## src/rtl/dma_chan_pkg.sv

```systemverilog
// Shared offsets, command bit positions and types for the DMA channel block.
package dma_chan_pkg;

    localparam logic [15:0] OFS_CSR   = 16'h0000;
    localparam logic [15:0] OFS_NEXT  = 16'h4000;
    localparam logic [15:0] OFS_LIMIT = 16'h4004;
    localparam logic [15:0] OFS_START = 16'h4008;
    localparam logic [15:0] OFS_STOP  = 16'h400C;
    localparam logic [15:0] OFS_INIT  = 16'h4200;
    localparam logic [15:0] OFS_SIZE  = 16'h4204;

    localparam int CMD_DIR        = 0;
    localparam int CMD_RESET      = 1;
    localparam int CMD_SET_EN     = 2;
    localparam int CMD_SET_SINGLE = 3;
    localparam int CMD_CLR_DONE   = 4;

    typedef enum logic [2:0] {
        RS_NONE, RS_CSR, RS_NEXT, RS_LIMIT, RS_START, RS_STOP, RS_INIT, RS_SIZE
    } reg_sel_e;

    // Packed so that enable lands in bit 0 and direction in bit 3.
    typedef struct packed {
        logic dir;
        logic complete;
        logic single;
        logic enable;
    } chan_stat_t;

endpackage

```

## src/rtl/dma_reg_decode.sv

```systemverilog
// Address decoder: maps a bus offset to a register select.
// Assumes ADDR_W >= 16. A partial byte enable yields RS_NONE.
module dma_reg_decode
    import dma_chan_pkg::*;
#(
    parameter int ADDR_W = 16,
    parameter int BE_W   = 4
) (
    input  logic [ADDR_W-1:0] addr,
    input  logic [BE_W-1:0]   be,
    output reg_sel_e          sel
);

    // Pick the register for a full-word access, otherwise nothing.
    always_comb begin
        sel = RS_NONE;
        if (&be) begin
            unique case (addr)
                ADDR_W'(OFS_CSR):   sel = RS_CSR;
                ADDR_W'(OFS_NEXT):  sel = RS_NEXT;
                ADDR_W'(OFS_LIMIT): sel = RS_LIMIT;
                ADDR_W'(OFS_START): sel = RS_START;
                ADDR_W'(OFS_STOP):  sel = RS_STOP;
                ADDR_W'(OFS_INIT):  sel = RS_INIT;
                ADDR_W'(OFS_SIZE):  sel = RS_SIZE;
                default:            sel = RS_NONE;
            endcase
        end
    end

endmodule

```

## src/rtl/dma_plain_regs.sv

```systemverilog
// Bank of N plain storage registers with individual write enables.
// No side effects; used for start, stop, initial buffer and size.
module dma_plain_regs #(
    parameter int DATA_W = 32,
    parameter int N      = 4
) (
    input  logic              clk,
    input  logic              rst_n,
    input  logic [N-1:0]      wr_en,
    input  logic [DATA_W-1:0] wdata,
    output logic [DATA_W-1:0] q [N]
);

    for (genvar i = 0; i < N; i++) begin : g_reg
        // Store the bus word when this register is written.
        always_ff @(posedge clk) begin
            if (!rst_n)        q[i] <= '0;
            else if (wr_en[i]) q[i] <= wdata;
        end
    end

endmodule

```

## src/rtl/dma_ptr_engine.sv

```systemverilog
// Pointer advance engine: holds next and limit, and steps next by STEP on
// each enabled strobe. It flags a hit when the stepped value equals limit,
// and on a hit reloads from start/stop unless single-update is set.
// Bus writes to next/limit take priority over engine updates.
module dma_ptr_engine #(
    parameter int DATA_W = 32,
    parameter int STEP   = 4
) (
    input  logic              clk,
    input  logic              rst_n,
    input  logic              enable,
    input  logic              single,
    input  logic              strobe,
    input  logic              wr_next,
    input  logic              wr_limit,
    input  logic [DATA_W-1:0] wdata,
    input  logic [DATA_W-1:0] start_val,
    input  logic [DATA_W-1:0] stop_val,
    output logic [DATA_W-1:0] next_q,
    output logic [DATA_W-1:0] limit_q,
    output logic              hit
);

    localparam logic [DATA_W-1:0] STEP_V = DATA_W'(STEP);

    logic              adv;
    logic [DATA_W-1:0] next_inc;
    logic              reload;

    // Step condition and terminal-count compare on the stepped value.
    always_comb begin
        adv      = enable && strobe;
        next_inc = next_q + STEP_V;
        hit      = adv && (next_inc == limit_q);
        reload   = hit && !single;
    end

    // Current pointer: bus write, then reload, then step.
    always_ff @(posedge clk) begin
        if (!rst_n)       next_q <= '0;
        else if (wr_next) next_q <= wdata;
        else if (reload)  next_q <= start_val;
        else if (adv)     next_q <= next_inc;
    end

    // Limit: bus write, then reload.
    always_ff @(posedge clk) begin
        if (!rst_n)        limit_q <= '0;
        else if (wr_limit) limit_q <= wdata;
        else if (reload)   limit_q <= stop_val;
    end

endmodule

```

## src/rtl/dma_csr_ctrl.sv

```systemverilog
// Command/status flags. A command write sets or clears flags one-shot;
// the reset command overrides all. A hit sets complete and, in
// single-update mode, drops enable unless set-enable arrives together.
module dma_csr_ctrl
    import dma_chan_pkg::*;
#(
    parameter int DATA_W = 32
) (
    input  logic              clk,
    input  logic              rst_n,
    input  logic              cmd_wr,
    input  logic [DATA_W-1:0] cmd,
    input  logic              hit,
    output chan_stat_t        stat_q
);

    logic c_rst, c_dir, c_en, c_sgl, c_clr;

    // Qualify the command bits with the write strobe.
    always_comb begin
        c_rst = cmd_wr && cmd[CMD_RESET];
        c_dir = cmd_wr && cmd[CMD_DIR];
        c_en  = cmd_wr && cmd[CMD_SET_EN];
        c_sgl = cmd_wr && cmd[CMD_SET_SINGLE];
        c_clr = cmd_wr && cmd[CMD_CLR_DONE];
    end

    // Enable flag: reset, set, then single-update completion.
    always_ff @(posedge clk) begin
        if (!rst_n || c_rst)           stat_q.enable <= 1'b0;
        else if (c_en)                 stat_q.enable <= 1'b1;
        else if (hit && stat_q.single) stat_q.enable <= 1'b0;
    end

    // Single-update flag: set by command, cleared only by reset.
    always_ff @(posedge clk) begin
        if (!rst_n || c_rst) stat_q.single <= 1'b0;
        else if (c_sgl)      stat_q.single <= 1'b1;
    end

    // Complete flag: a completion beats a clear in the same cycle.
    always_ff @(posedge clk) begin
        if (!rst_n || c_rst) stat_q.complete <= 1'b0;
        else if (hit)        stat_q.complete <= 1'b1;
        else if (c_clr)      stat_q.complete <= 1'b0;
    end

    // Direction flag: set by command, cleared only by reset.
    always_ff @(posedge clk) begin
        if (!rst_n || c_rst) stat_q.dir <= 1'b0;
        else if (c_dir)      stat_q.dir <= 1'b1;
    end

endmodule

```

## src/rtl/dma_chan_regs.sv

```systemverilog
// One DMA channel's register block: decode, command/status flags, pointer
// engine and plain address registers, with a combinational read mux.
// Assumes one access per cycle when bus_sel is high; full words only.
module dma_chan_regs
    import dma_chan_pkg::*;
#(
    parameter  int DATA_W = 32,
    parameter  int ADDR_W = 16,
    parameter  int STEP   = 4,
    localparam int BE_W   = DATA_W / 8
) (
    input  logic              clk,
    input  logic              rst_n,
    input  logic              bus_sel,
    input  logic              bus_wr,
    input  logic [ADDR_W-1:0] bus_addr,
    input  logic [BE_W-1:0]   bus_be,
    input  logic [DATA_W-1:0] bus_wdata,
    output logic [DATA_W-1:0] bus_rdata,
    input  logic              xfer_strobe,
    output logic              irq
);

    localparam int N_PLAIN = 4;
    localparam int P_START = 0;
    localparam int P_STOP  = 1;
    localparam int P_INIT  = 2;
    localparam int P_SIZE  = 3;

    reg_sel_e          sel;
    logic              wr_go;
    logic [N_PLAIN-1:0] plain_we;
    logic [DATA_W-1:0] plain_q [N_PLAIN];
    chan_stat_t        stat_q;
    logic [DATA_W-1:0] next_q;
    logic [DATA_W-1:0] limit_q;
    logic              hit;

    dma_reg_decode #(.ADDR_W(ADDR_W), .BE_W(BE_W)) u_dec (
        .addr (bus_addr),
        .be   (bus_be),
        .sel  (sel)
    );

    // Per-register write strobes for the plain bank.
    always_comb begin
        wr_go                 = bus_sel && bus_wr;
        plain_we              = '0;
        plain_we[P_START]     = wr_go && (sel == RS_START);
        plain_we[P_STOP]      = wr_go && (sel == RS_STOP);
        plain_we[P_INIT]      = wr_go && (sel == RS_INIT);
        plain_we[P_SIZE]      = wr_go && (sel == RS_SIZE);
    end

    dma_plain_regs #(.DATA_W(DATA_W), .N(N_PLAIN)) u_plain (
        .clk   (clk),
        .rst_n (rst_n),
        .wr_en (plain_we),
        .wdata (bus_wdata),
        .q     (plain_q)
    );

    dma_ptr_engine #(.DATA_W(DATA_W), .STEP(STEP)) u_eng (
        .clk       (clk),
        .rst_n     (rst_n),
        .enable    (stat_q.enable),
        .single    (stat_q.single),
        .strobe    (xfer_strobe),
        .wr_next   (wr_go && (sel == RS_NEXT)),
        .wr_limit  (wr_go && (sel == RS_LIMIT)),
        .wdata     (bus_wdata),
        .start_val (plain_q[P_START]),
        .stop_val  (plain_q[P_STOP]),
        .next_q    (next_q),
        .limit_q   (limit_q),
        .hit       (hit)
    );

    dma_csr_ctrl #(.DATA_W(DATA_W)) u_csr (
        .clk    (clk),
        .rst_n  (rst_n),
        .cmd_wr (wr_go && (sel == RS_CSR)),
        .cmd    (bus_wdata),
        .hit    (hit),
        .stat_q (stat_q)
    );

    // Read mux; unmapped or partial accesses return zero.
    always_comb begin
        unique case (sel)
            RS_CSR:   bus_rdata = DATA_W'(stat_q);
            RS_NEXT:  bus_rdata = next_q;
            RS_LIMIT: bus_rdata = limit_q;
            RS_START: bus_rdata = plain_q[P_START];
            RS_STOP:  bus_rdata = plain_q[P_STOP];
            RS_INIT:  bus_rdata = plain_q[P_INIT];
            RS_SIZE:  bus_rdata = plain_q[P_SIZE];
            default:  bus_rdata = '0;
        endcase
    end

    // Interrupt is the complete flag as a level.
    assign irq = stat_q.complete;

endmodule

```

## config.mk

```make
export PLATFORM = sky130hd
export DESIGN_NAME = dma_chan_regs
export DESIGN_NICKNAME = d
export VERILOG_FILES = /design/src/rtl/dma_chan_pkg.sv /design/src/rtl/dma_reg_decode.sv /design/src/rtl/dma_plain_regs.sv /design/src/rtl/dma_ptr_engine.sv /design/src/rtl/dma_csr_ctrl.sv /design/src/rtl/dma_chan_regs.sv
export SDC_FILE = /design/constraint.sdc
export NUM_CORES = 1
export LEC_CHECK = 0
export BUFFER_PORTS_ARGS = -buffer_cell sky130_fd_sc_hd__buf_2
export CORE_ASPECT_RATIO = 0.9
export CORE_MARGIN = 3
export CORE_UTILIZATION = 55
export DETAILED_ROUTE_END_ITERATION = 6
export MAX_ROUTING_LAYER = met4
export PLACE_DENSITY = 0.76
export SYNTH_ARGS = -nofsm -noshare
export SYNTH_HDL_FRONTEND = slang
export SYNTH_SLANG_ARGS = --single-unit
```

## constraint.sdc

```tcl
create_clock -name clk -period 4.2 [get_ports clk]
set_clock_uncertainty 0.1 [all_clocks]
set_input_delay 0.84 -clock clk [delete_from_list [all_inputs] [get_ports clk]]
set_output_delay 0.84 -clock clk [all_outputs]
set_load 0.005 [all_outputs]
```

==> results.json, run 1 <==
{
  "die_h_um": 140,
  "tns_ns": 0,
  "async_flop_share_pct": 0,
  "drc_errors": 0,
  "first_iter_violations": 1815,
  "clock_latency_ns": 0.45,
  "antenna_found_initial": 0,
  "worstSetupPathType": "input port to primary output",
  "power.density_mw_per_mm2": 300,
  "hpwl_mm": 29.0,
  "irDropWorstVdd_v": 0.000263,
  "worst_pin_slew_ns": 0.975,
  "ys.flop_type": "dfxtp_1",
  "grt_pass1_vias": 10700,
  "leakagePower_nw": 4.10,
  "cts_tree": "yes",
  "via_per_inst": 6.66,
  "synthTopCellsByArea": "dfxtp_1 36%, nand2_1 13%, a21boi_0 8.7%",
  "cts_root_buf": "clkbuf_16",
  "overflow": 0,
  "crit_path_max_fanout": 19,
  "clock_sinks": 196,
  "yosysUniqueCellTypes": 80,
  "yosysTopAreaCell": "dfxtp_1",
  "finalCritPeriodShare_pct": 95.2,
  "cts_buffers": 17,
  "wl_mm": 41.1,
  "rows": 48,
  "cp.arrival_ns": 3.06,
  "routed-via-count": 11500,
  "fmax_ghz": 0.250,
  "rsz0062_at_grt": "no",
  "grt_pass1_wl_mm": 63.3,
  "cp-end-kind": "primary output",
  "core_mm2": 0.0194,
  "synth_area_mm2": 0.0110,
  "start_util_pct": 56.6,
  "synth-seq-area-share_pct": 35.7,
  "hold_violations": 0,
  "detail_route.first_pass.iterations": 7,
  "cts_resized": 0,
  "final_core_util_pct": 64.1,
  "cp.required_ns": 3.26,
  "avgRoutedWirePerCell_um": 23.8,
  "p_total_mw": 3.73,
  "fin_crit_ns": 4.00,
  "synth.most_common_cell": "nand2_1",
  "synth_warnings": 0,
  "slew_headroom_pct": 34.8,
  "synth_nets": 1466,
  "drive_gt1_share_pct": 15.1,
  "start_kind": "input port",
  "status": "finished, final reports clean",
  "drv_slew": 0,
  "synth_area_per_cell_um2": 7.80,
  "ant_nets": 0,
  "fp.dieW_um": 155,
  "die_area_mm2": 0.0217,
  "clock_path_buffers": 2,
  "cts-htree-levels": 4,
  "diodes": 0,
  "max_cap_viol_count": 0,
  "yosys_register_bits": 196,
  "gp_congestion": 1.07,
  "grt_max_degree": 86,
  "hold_class": "flop to flop",
  "synth_top_area_share_pct": 35.7,
  "io_buffers": 89,
  "postCtsSetupBuffers": 0,
  "grt_use_total_pct": 38.5,
  "yosys-top-cells-count": "375 x nand2_1, 196 x dfxtp_1, 128 x a21boi_0",
  "path_clk_slew_ns": 0.08,
  "area_growth_syn_to_layout_pct": 13.1,
  "final_nets": 1526,
  "hold_buffers": 0,
  "ios": 90,
  "synth_edf_count": 0,
  "syn_inst": 1408,
  "setup_violations": 0
}
[logic make-up (layout without fill, tap and decap cells)]
group	count (synthesis)	after routing	share of synthesized area [%]
flops	196	196	35.7
buf+inv	132	205	5.34
xor+xnor	49	49	4.03
fa+ha+maj	2	2	0.205
mux	57	57	5.19
compound gates	410	410	26.3
simple gates	562	562	23.2
[worst max-delay path, cell delays in order]
cell and delay [ns]:
buf_2 0.10, nor4_1 0.28, nand3_1 0.21, or2_2 0.34, nor2_1 0.16, and3_1 0.23, and2_1 0.16, buf_4 0.29
a222oi_1 0.16, o21ai_0 0.12, buf_2 0.15
[registers in the layout, summed over array words and instances (netlist names)]
signal         count
u_eng.limit_q     32
u_eng.next_q      32
u_plain.q        128
u_csr.stat_q       4
[final timing paths]
check | start | to | slack [ns] | cells past startpoint
min | u_plain.q[5] | u_plain.q[5] | 0.37 | 2
min reg2reg | u_plain.q[5] | u_plain.q[5] | 0.37 | 2
max reg2reg | u_eng.next_q[2] | u_eng.next_q[13] | 0.22 | 12
max | bus_addr[13] | bus_rdata[15] | 0.20 | 11
[layout make-up]
type	count	area [um^2]
clock buffers	17	425
multi-input cells	1080	6500
inverters	14	52.6
repair buffers	159	1020
well taps	250	313
flip-flops and latches	196	3920
clock inverters	15	185
fillers	1704	6970
[layout by cell type, fill, tap and decap left out, types with 19 or more instances in the layout]
cell type	n
nand2_1	375
a21oi_1	32
a22o_1	22
a22oi_1	33
dfxtp_1	196
o21ai_0	95
xnor2_1	29
a222oi_1	24
mux2i_1	57
a21boi_0	128
nor2_1	35
buf_2	88
xor2_1	19
nand3_1	28
buf_4	67
[through the flow]
| step | cell area [um^2] | hold WS (ns) | setup WS (ns) | cells |
|---|---|---|---|---|
| after floorplan | 11000 | 0.338 | 0.454 | 1408 |
| after detailed placement | 11800 | 0.356 | 0.312 | 1699 |
| final | 12400 | 0.367 | 0.203 | 1731 |
| after CTS | 12400 | 0.367 | 0.291 | 1731 |
| after global routing | 12400 | 0.388 | 0.0323 | 1731 |
| after global placement | 11800 | 0.350 | 0.352 | 1699 |
[per-layer routing]
layer	track usage (%)	vias up	wire length [um]	share of wire (%)
li1	-	5125	-	-
met1	53.7	5425	17100	42
met2	53.0	869	16900	41
met3	11.7	115	5800	14
met4	12.9	0	1340	3.3
met5	-	-	0	0
[power by group]
part	leakage [nW]	internal [mW]	switching [mW]	total (mW)
Clock	0.300	0.825	0.894	1.72
Sequential	1.58	1.86	0.00299	1.86
Combinational	2.22	0.0509	0.101	0.152
Note: power is estimated with default switching activity, not from simulation.
==> run 2: changes to the inputs <==
--- a/config.mk
+++ b/config.mk
@@ -6,7 +6,7 @@
 export NUM_CORES = 1
 export LEC_CHECK = 0
 export BUFFER_PORTS_ARGS = -buffer_cell sky130_fd_sc_hd__buf_2
-export CORE_ASPECT_RATIO = 0.9
+export CORE_ASPECT_RATIO = 1.4
 export CORE_MARGIN = 3
 export CORE_UTILIZATION = 55
 export DETAILED_ROUTE_END_ITERATION = 6
==> constraint.sdc (replaced) <==
create_clock -name clk -period 4.2 [get_ports clk]
set_clock_uncertainty 0.1 [all_clocks]
set_input_delay 0.63 -clock clk [delete_from_list [all_inputs] [get_ports clk]]
set_output_delay 0.63 -clock clk [all_outputs]
set_load 0.005 [all_outputs]
==> results.json, run 2 (synthesis results as in run 1) <==
{
  "status": "finished, final reports clean",
  "clock_sinks": 196,
  "start_util_pct": 56.5,
  "cts_resized": 0,
  "whs_ns": 0.367,
  "postCtsSetupBuffers": 0,
  "ios": 90,
  "cts_tree": "yes",
  "cp.arrival_ns": 4.09,
  "worst_pin_slew_ns": 0.961,
  "clock_path_buffers": 2,
  "hold_buffers": 0,
  "die_h_um": 173,
  "layout_commonest_cell": "nand2_1",
  "die_area_mm2": 0.0217,
  "overflow": 0,
  "max_cap_viol_count": 0,
  "antenna_found_initial": 0,
  "cts_root_buf": "clkbuf_16",
  "crit_top_cell": "nor4_1",
  "cts_buffers": 17,
  "cts-htree-levels": 4,
  "crit_slowest_cell": "dfxtp_1",
  "crit_path_max_fanout": 33,
  "slew_headroom_pct": 35.8,
  "fp.dieW_um": 125,
  "wl_mm": 40.2,
  "critPathBufInv": 1,
  "clock_latency_ns": 0.45,
  "hpwl_mm": 28.2,
  "cp_top_family": "simple AND/OR/NAND/NOR gates",
  "grt_use_total_pct": 36.6,
  "fmax_ghz": 0.259,
  "rsz0062_at_grt": "no",
  "regMostFlops": "u_plain.q",
  "first_iter_violations": 1757,
  "drc_errors": 0,
  "leakagePower_nw": 4.03,
  "hold_violations": 0,
  "grt_pass1_wl_mm": 61.4,
  "avgRoutedWirePerCell_um": 23.4,
  "diodes": 0,
  "power.density_mw_per_mm2": 307,
  "layout_common_cells": "375 x nand2_1, 196 x dfxtp_1, 128 x a21boi_0, 95 x o21ai_0, 88 x buf_2",
  "cp_cell_sequence": "and3_1 -> nand2_1 -> nor4_1 -> o32ai_1 -> nor4_1 -> nand4_1 -> nor3_2 -> buf_12 -> mux2i_1 -> o21ai_0",
  "largest_register_ffs": 128,
  "path_clk_slew_ns": 0.08,
  "worstSetupPathType": "flop to flop",
  "area_growth_syn_to_layout_pct": 12.4,
  "irDropWorstVdd_v": 0.000258,
  "gp_congestion": 1.04,
  "via_per_inst": 6.65,
  "detail_route.first_pass.iterations": 6,
  "finalCritPeriodShare_pct": 91.8,
  "fin_crit_ns": 3.86,
  "start_kind": "flop",
  "drive_gt1_share_pct": 14.2,
  "drv_slew": 0,
  "setup_violations": 0,
  "cp-end-kind": "flop",
  "hold_class": "flop to flop",
  "ant_nets": 0,
  "largestRegisters": "u_plain.q: 128 flops, u_eng.limit_q: 32 flops, u_eng.next_q: 32 flops",
  "io_buffers": 89,
  "final_nets": 1512,
  "tns_ns": 0,
  "grt_max_degree": 88,
  "critical-path-max-stage-delay_ns": 0.61,
  "grt_pass1_vias": 10500,
  "rows": 60,
  "core_mm2": 0.0194,
  "cp.required_ns": 4.43,
  "routed-via-count": 11400
}
## run 2: cell types whose count changed in the layout (fill, tap and decap cells not counted), moves of 2 or more
| cell | before | now |
|---|---|---|
| buf_4 | 67 | 53 |
| inv_12 | 4 | 0 |
| bufinv_16 | 0 | 2 |
| clkbuf_8 | 0 | 2 |
| clkinv_4 | 1 | 3 |
| inv_8 | 5 | 3 |
## run 2: worst register-to-register path, cell delays in order, from the launching register on
cell	delay, ns
dfxtp_1	0.61
and3_1	0.45
nand2_1	0.24
nor4_1	0.50
o32ai_1	0.15
nor4_1	0.40
nand4_1	0.20
nor3_2	0.38
buf_12	0.29
mux2i_1	0.32
o21ai_0	0.11
## run 2: metrics by stage
step | cells | cell area, um^2 | utilization (%) | setup slack, ns | total power [mW]
detailed placement | 1683 | 11700 | 60.2 | 0.427 | 2.05
CTS | 1715 | 12300 | 63.5 | 0.412 | 3.78
global route | 1715 | 12300 | 63.5 | 0.160 | 3.87
floorplan | 1408 | 11000 | - | 0.874 | 1.96
finish | 1715 | 12300 | 63.5 | 0.345 | 3.78
global placement | 1683 | 11700 | 60.2 | 0.456 | 2.05
## run 2: layout make-up
type                            count  area (um^2)
Timing Repair Buffer              145          918
Multi-Input combinational cell   1080         6500
Inverter                           14         52.6
Sequential cell                   196         3920
Fill cell                        1718         7100
Clock buffer                       19          453
Clock inverter                     13          186
Tap cell                          248          310
## run 2: path summary, 6_finish.rpt
path / startpoint / endpoint / slack, ns / cells past startpoint
worst min-delay path: u_plain.q[29] / u_plain.q[29] / 0.37 / 2
worst max-delay path: u_eng.next_q[9] / u_eng.next_q[19] / 0.34 / 10
worst max register to register: u_eng.next_q[9] / u_eng.next_q[19] / 0.34 / 10
worst min register to register: u_plain.q[29] / u_plain.q[29] / 0.37 / 2
## run 2: metal layers
metal | share of wire [%] | up-vias | track usage [%]
li1 | - | 5099 | -
met1 | 39 | 5387 | 48.5
met2 | 45 | 783 | 55.4
met3 | 11 | 138 | 6.67
met4 | 4.2 | 0 | 14.9
met5 | 0 | - | -
## run 2: where the power goes
group | internal, mW | total [mW] | switching [mW]
Combinational | 0.0513 | 0.150 | 0.0990
Clock | 0.945 | 1.78 | 0.831
Sequential | 1.86 | 1.86 | 0.00236
Total | 2.85 | 3.78 | 0.932
==> run 3: changes to the inputs <==
--- a/config.mk
+++ b/config.mk
@@ -6,12 +6,15 @@
 export NUM_CORES = 1
 export LEC_CHECK = 0
 export BUFFER_PORTS_ARGS = -buffer_cell sky130_fd_sc_hd__buf_2
+export CELL_PAD_IN_SITES_DETAIL_PLACEMENT = 0
+export CELL_PAD_IN_SITES_GLOBAL_PLACEMENT = 1
 export CORE_ASPECT_RATIO = 1.4
 export CORE_MARGIN = 3
-export CORE_UTILIZATION = 55
+export CORE_UTILIZATION = 45
 export DETAILED_ROUTE_END_ITERATION = 6
 export MAX_ROUTING_LAYER = met4
-export PLACE_DENSITY = 0.76
+export PLACE_DENSITY = 0.82
+export REMOVE_ABC_BUFFERS = 1
 export SYNTH_ARGS = -nofsm -noshare
 export SYNTH_HDL_FRONTEND = slang
 export SYNTH_SLANG_ARGS = --single-unit
==> results.json, run 3 (synthesis results as in run 1) <==
{
  "seqPwrFrac_pct": 50.0,
  "avgRoutedWirePerCell_um": 21.5,
  "drt-met1-wl_mm": 16.1,
  "grt_pass1_vias": 10600,
  "largest_register_ffs": 128,
  "overflow": 0,
  "combinationalPowerShare_pct": 3.7,
  "hpwl_mm": 26.5,
  "reg2reg_to": "u_eng.next_q[14]",
  "ios": 90,
  "intPower_mw": 2.85,
  "die_h_um": 191,
  "wl_mm": 38.3,
  "rsz0062_at_grt": "no",
  "crit_path_max_fanout": 38,
  "stdcell_count": 1781,
  "hold_buffers": 0,
  "cts_buffers": 17,
  "fin_crit_ns": 3.67,
  "whs_ns": 0.363,
  "cp-end-kind": "flop",
  "rows": 67,
  "cts_root_buf": "clkbuf_16",
  "worstSetupPathType": "flop to flop",
  "irDropWorstVdd_v": 0.000279,
  "grt_use_total_pct": 29.4,
  "drc_errors": 0,
  "leakagePower_nw": 4.02,
  "drv_slew": 0,
  "hold_class": "input port to flop",
  "ant_nets": 0,
  "fp.dieW_um": 138,
  "max_cap_viol_count": 0,
  "worst_pin_slew_ns": 0.971,
  "cts_tree": "yes",
  "postCtsSetupBuffers": 0,
  "start_kind": "flop",
  "place_inst": 1748,
  "io_buffers": 89,
  "switching_share_pct": 23.3,
  "status": "finished, final reports clean",
  "final_nets": 1515,
  "clock_sinks": 196,
  "clock_latency_ns": 0.45,
  "nFillCells": 2391,
  "cp-startpoint": "u_eng.next_q[5]",
  "regMostFlops": "u_plain.q",
  "largestRegisters": "u_plain.q: 128 flops, u_eng.limit_q: 32 flops, u_eng.next_q: 32 flops",
  "hold_violations": 0,
  "fmax_ghz": 0.273,
  "placed_area_mm2": 0.0118,
  "first_iter_violations": 919,
  "design_area_mm2": 0.0124,
  "path_clk_slew_ns": 0.08,
  "setup_slack_ns": 0.533,
  "cts_resized": 0,
  "drive_gt1_share_pct": 14.3,
  "grt_pass1_wl_mm": 60.4,
  "power_frac_clock_pct": 46.3,
  "power.density_mw_per_mm2": 299,
  "reg2reg_depth": 11,
  "worst-r2r-setup-slack_ns": 0.53,
  "layout_common_cells": "375 x nand2_1, 196 x dfxtp_1, 128 x a21boi_0, 95 x o21ai_0, 88 x buf_2",
  "slew_headroom_pct": 35.1,
  "worstReg2RegStart": "u_eng.next_q[5]",
  "layout_commonest_cell": "nand2_1",
  "finalCritPeriodShare_pct": 87.3,
  "routed-via-count": 10800,
  "pre_cts_ws_ns": 0.534,
  "area_growth_syn_to_layout_pct": 13.2,
  "die_area_mm2": 0.0263,
  "wl_met3_mm": 1.93,
  "setup_violations": 0,
  "cp.arrival_ns": 3.91,
  "detail_route.first_pass.iterations": 6,
  "final_core_util_pct": 51.9,
  "highest_layer": "met4",
  "critPathCapture": "u_eng.next_q[14]",
  "core_mm2": 0.0240,
  "clock_path_buffers": 2,
  "via_per_inst": 6.06,
  "min_from": "bus_wdata[14]",
  "start_util_pct": 45.8,
  "cp.required_ns": 4.44,
  "grt_max_degree": 64,
  "switching_power_uw": 868,
  "antenna_found_initial": 0,
  "cts-htree-levels": 4,
  "dr_wl_met2_mm": 19.2,
  "gp_congestion": 1.09
}
run 3: layer usage:
layer  vias up  GRT usage (%)
met5         -              -
met4         0           10.9
met3        84           4.42
met2       358           50.0
met1      5250           35.5
li1       5109              -
run 3: final cells by class:
| class | instances | area, um^2 | area share, % |
|---|---|---|---|
| diodes | 1 | 2.50 | 0.0201 |
| clock buffers | 19 | 433 | 3.48 |
| clock inverters | 13 | 173 | 1.39 |
| inverters | 14 | 52.6 | 0.423 |
| multi-input cells | 1080 | 6500 | 52.2 |
| flip-flops and latches | 196 | 3920 | 31.6 |
| well taps | 310 | 388 | 3.12 |
| repair buffers | 148 | 966 | 7.77 |
run 3: worst max-delay path: stages, from the launching register on:
cell and delay (ns):
dfxtp_1 0.60, and4_1 0.43, nand2_2 0.10, buf_4 0.18, nor4_1 0.59, xnor2_1 0.19
a21oi_1 0.18, nand4_1 0.15, nor3_2 0.37, buf_12 0.32, nor3b_1 0.25, o31ai_1 0.09
run 3: power by group through the flow:
| stage | logic [mW] | clock network, mW | registers (mW) |
|---|---|---|---|
| floorplan | 0.0385 | 0 | 1.90 |
| CTS | 0.139 | 1.75 | 1.86 |
| detailed placement | 0.138 | 0 | 1.90 |
| finish | 0.139 | 1.72 | 1.86 |
| global placement | 0.138 | 0 | 1.90 |
| global route | 0.150 | 1.82 | 1.86 |
run 3: worst min-delay path by stage:
stage               slack, ns                 to  depth (start not counted)
CTS                      0.35  u_eng.limit_q[14]                          3
floorplan                0.34    u_csr.stat_q[3]                          2
finish                   0.36  u_eng.limit_q[14]                          3
detailed placement       0.36      u_plain.q[24]                          2
global placement         0.35       u_plain.q[8]                          2
global route             0.36   u_eng.limit_q[5]                          3
run 3: metrics by stage:
stage          TNS, ns  power, mW
2_1_floorplan  -352.25       1.94
3_3_place_gp         0       2.04
3_5_place_dp         0       2.04
4_1_cts              0       3.75
5_1_grt              0       3.83
6_report             0       3.72
